===== config.mk =====
export PLATFORM = sky130hd
export DESIGN_NAME = burst_addr_gen
export DESIGN_NICKNAME = d
export VERILOG_FILES = /design/src/rtl/burst_addr_gen.sv
export SDC_FILE = /design/constraint.sdc
export NUM_CORES = 1
export LEC_CHECK = 0
export CORE_MARGIN = 2
export CORE_UTILIZATION = 30
export CTS_CLUSTER_DIAMETER = 100
export DETAILED_ROUTE_END_ITERATION = 7
export PLACE_DENSITY = 0.72
export SLEW_MARGIN = 20
export SYNTH_ARGS = -nofsm -noshare
export SYNTH_HDL_FRONTEND = slang
export SYNTH_SLANG_ARGS = --single-unit

===== constraint.sdc =====
create_clock -name clk -period 1.1 [get_ports clk]
set_clock_uncertainty 0.1 [all_clocks]
set_input_delay 0.22 -clock clk [delete_from_list [all_inputs] [get_ports clk]]
set_output_delay 0.22 -clock clk [all_outputs]
set_load 0.03 [all_outputs]

===== src/rtl/burst_addr_gen.sv =====
module burst_addr_gen #(
  parameter int AW = 18
) (
  input  logic          clk,
  input  logic          rst_n,
  input  logic [AW-1:0] addr_in,
  input  logic          proc_strobe,
  input  logic          ctrl_strobe,
  input  logic          adv,
  input  logic          linear_mode,
  output logic [AW-1:0] addr_out,
  output logic          last_beat
);
  localparam int HW = AW - 2;

  logic [HW-1:0] hi_q;
  logic [1:0]    base_q;
  logic [1:0]    beat_q;
  logic          live_q;
  logic          load;
  logic [1:0]    low;

  assign load = proc_strobe | ctrl_strobe;

  always_ff @(posedge clk) begin
    if (!rst_n) begin
      hi_q   <= '0;
      base_q <= '0;
      beat_q <= '0;
      live_q <= 1'b0;
    end else if (load) begin
      hi_q   <= addr_in[AW-1:2];
      base_q <= addr_in[1:0];
      beat_q <= '0;
      live_q <= 1'b1;
    end else if (adv && live_q) begin
      beat_q <= beat_q + 2'd1;
    end
  end

  assign low       = linear_mode ? (base_q + beat_q) : (base_q ^ beat_q);
  assign addr_out  = {hi_q, low};
  assign last_beat = live_q && (beat_q == 2'd3);
endmodule



==> metrics <==
post-synthesis average cell area=10.1 sq um; CTS Buf Count=3; Die Width=61.7 um; CP max stage delay=0.40 ns; Final WS setup=-0.394 ns; input/output buffers=42; CTS HTree Levels=1; Congestion Overflow GR=0; crit path cell chain=xor2_4 -> xnor2_4 -> buf_6; syn_nets=125; Root Driver=clkbuf_4; CP Launch Type=flop; cts hold-fix bufs=0; row count=20; WP data required=0.78 ns; initial cell density of the core=32.2%; Tightest Pin Transition=0.191 ns; unrepaired setup endpoints after global routing=yes; share of cells above drive strength 1=42.3%; vias in the first global route=895; TritonRoute pass-1 iters=4; placed cell count=180; wire length per cell=14.0 um; first-iteration detailed-routing DRC count=19; Setup CP Type=reg2out; drc violations=0; CP Capture Type=output pin; via/cell ratio=4.85; Ant. Diodes=0; fmax=0.669 GHz; Max-cap violations=0; slowest CP cell=dfxtp_4; Yosys warning count=0; clock sink total=21; worst-skew pair later-pin latency=0.29 ns; Gate Count Post-Synth=99; Final Hold Fails=0; endpoints failing setup=14; sequential-to-total area share from yosys stat=42.1%; Tcrit/Tclk final=136%; Placer Congestion=0.705; final non-filler cell total=186; first-pass GRT wire length=4180 um; Cell variety after synth=20; initial antenna violation count=0; Cell Area, Synth=998 sq um; Layout fillers=324; final WL=2600 um; post-DP HPWL=1680 um; Cell Pwr Density=994 mW/mm^2; Slew headroom=87.2%; violated checks=negative setup slack; total core area=0.00310 sq mm; post-route setup TNS=-1.19 ns; maximum VDD drop=0.000562 V; post-synthesis register bit count=21; crit-path max FO=3; Layout Nets=169; Worst-path clk slew=0.13 ns; status=finished with violations; Total GRT Usage=14.9%; leakage=0.645 nW; Max Slew Vio Count=0; die height=61.7 um; Layout area overhead=67.4%; largest net degree at the start of global routing=20; DR vias=902; WP data arrival=1.17 ns; Min-Delay Path Class=in2reg; post-route ant nets=0; Ports=43; clk buf depth=2; min Tclk post-route=1.49 ns; CTS tree=done; DIE AREA=0.00381 sq mm
==> area by class of cell <==
| cell class | instances | area (sq um) | area share, % |
|---|---|---|---|
| Timing Repair Buffer | 49 | 571 | 34.1 |
| Multi-Input combinational cell | 68 | 566 | 33.8 |
| Sequential cell | 21 | 453 | 27.1 |
| Tap cell | 44 | 55.1 | 3.29 |
| Clock buffer | 3 | 22.5 | 1.35 |
| Clock inverter | 1 | 5.00 | 0.299 |
==> critical path: cells and delay by family, from the launching register on <==
kind	cells	cell delay, ns
buffers and inverters	1	0.14
XOR/XNOR	2	0.33
flip-flops	1	0.40
==> what timing repair did <==
item | CTS | global route
buffers inserted | 0 | 0
gates resized for setup | 30 | 1
gates cloned | 2 | 0
setup endpoints to repair | 40 | 19
pin swaps | 3 | 0
==> cells in the mapped netlist <==
| cell type | n | share of area, % |
|---|---|---|
| a21boi_1 | 10 | 7.5 |
| a21bo_2 | 2 | 2.0 |
| ha_1 | 2 | 2.5 |
| nand2_1 | 1 | 0.38 |
| buf_8 | 1 | 1.5 |
| buf_6 | 3 | 3.4 |
| o21ai_0 | 18 | 9.0 |
| and2_1 | 1 | 0.63 |
| or3b_4 | 1 | 1.1 |
| dfxtp_1 | 21 | 42 |
| clkbuf_1 | 5 | 1.9 |
| a21oi_2 | 2 | 1.8 |
| a21boi_0 | 8 | 6.0 |
| xnor2_1 | 1 | 0.88 |
| or3b_1 | 18 | 16 |
| buf_2 | 1 | 0.50 |
| nand3_1 | 1 | 0.50 |
| o31a_1 | 1 | 0.88 |
| nand3b_1 | 1 | 0.75 |
| xor2_1 | 1 | 0.88 |
==> layout by cell type, fill, tap and decap left out, drive strengths merged, types with 2 or more instances in the layout <==
master / Yosys / routed
o21ai: 18 / 18
ha: 2 / 2
clkbuf: 5 / 3
bufbuf: 0 / 2
a21bo: 2 / 2
clkdlybuf4s50: 0 / 21
dfxtp: 21 / 21
or3b: 19 / 19
a21boi: 18 / 18
a21oi: 2 / 2
buf: 5 / 24
==> cell families after synthesis <==
family	share of synthesized area (%)
DFF	42.1
xor gates and xnor gates	1.75
AOI/OAI and AO/OA	27.2
adders and majority gates	2.51
and+or+nand+nor	19.2
buffers and inverters	7.27
==> state kept, by name (all words and copies together), names as in the netlist <==
signal,cells
live_q,1
base_q,2
beat_q,2
hi_q,16
==> worst paths after layout <==
check,from,endpoint,cells after the start,slack (ns)
setup / recovery,beat_q[1],addr_out[1],3,-0.39
setup reg to reg,base_q[1],base_q[1],2,0.05
hold / removal,addr_in[16],hi_q[14],3,0.36
hold reg to reg,live_q,beat_q[1],2,0.46
==> per-layer routing <==
metal	part of all wire [%]	track usage [%]
met5	0	0
met3	9.5	4.35
met4	0.69	4.56
met1	47	19.8
met2	43	23.5
==> power by group <==
part           internal, mW  leakage, nW  switching [mW]  total (mW)
clock network         0.136       0.0177           0.240       0.375
registers             0.807        0.181          0.0352       0.842
logic                 0.252        0.446           0.192       0.444
total                  1.19        0.645           0.467        1.66
==> through the flow <==
step	total power, mW	hold slack [ns]	instance area, sq um	setup slack (ns)	util, %
finish	1.66	0.365	1670	-0.394	53.9
global route	1.76	0.351	1670	-0.450	53.9
CTS	1.68	0.362	1670	-0.416	53.8
detailed placement	1.24	0.433	1480	-0.500	47.8
global placement	1.23	0.425	1480	-0.422	47.8
floorplan	1.07	0.272	1080	-0.0305	-
Power figures use the tool's default switching activity.
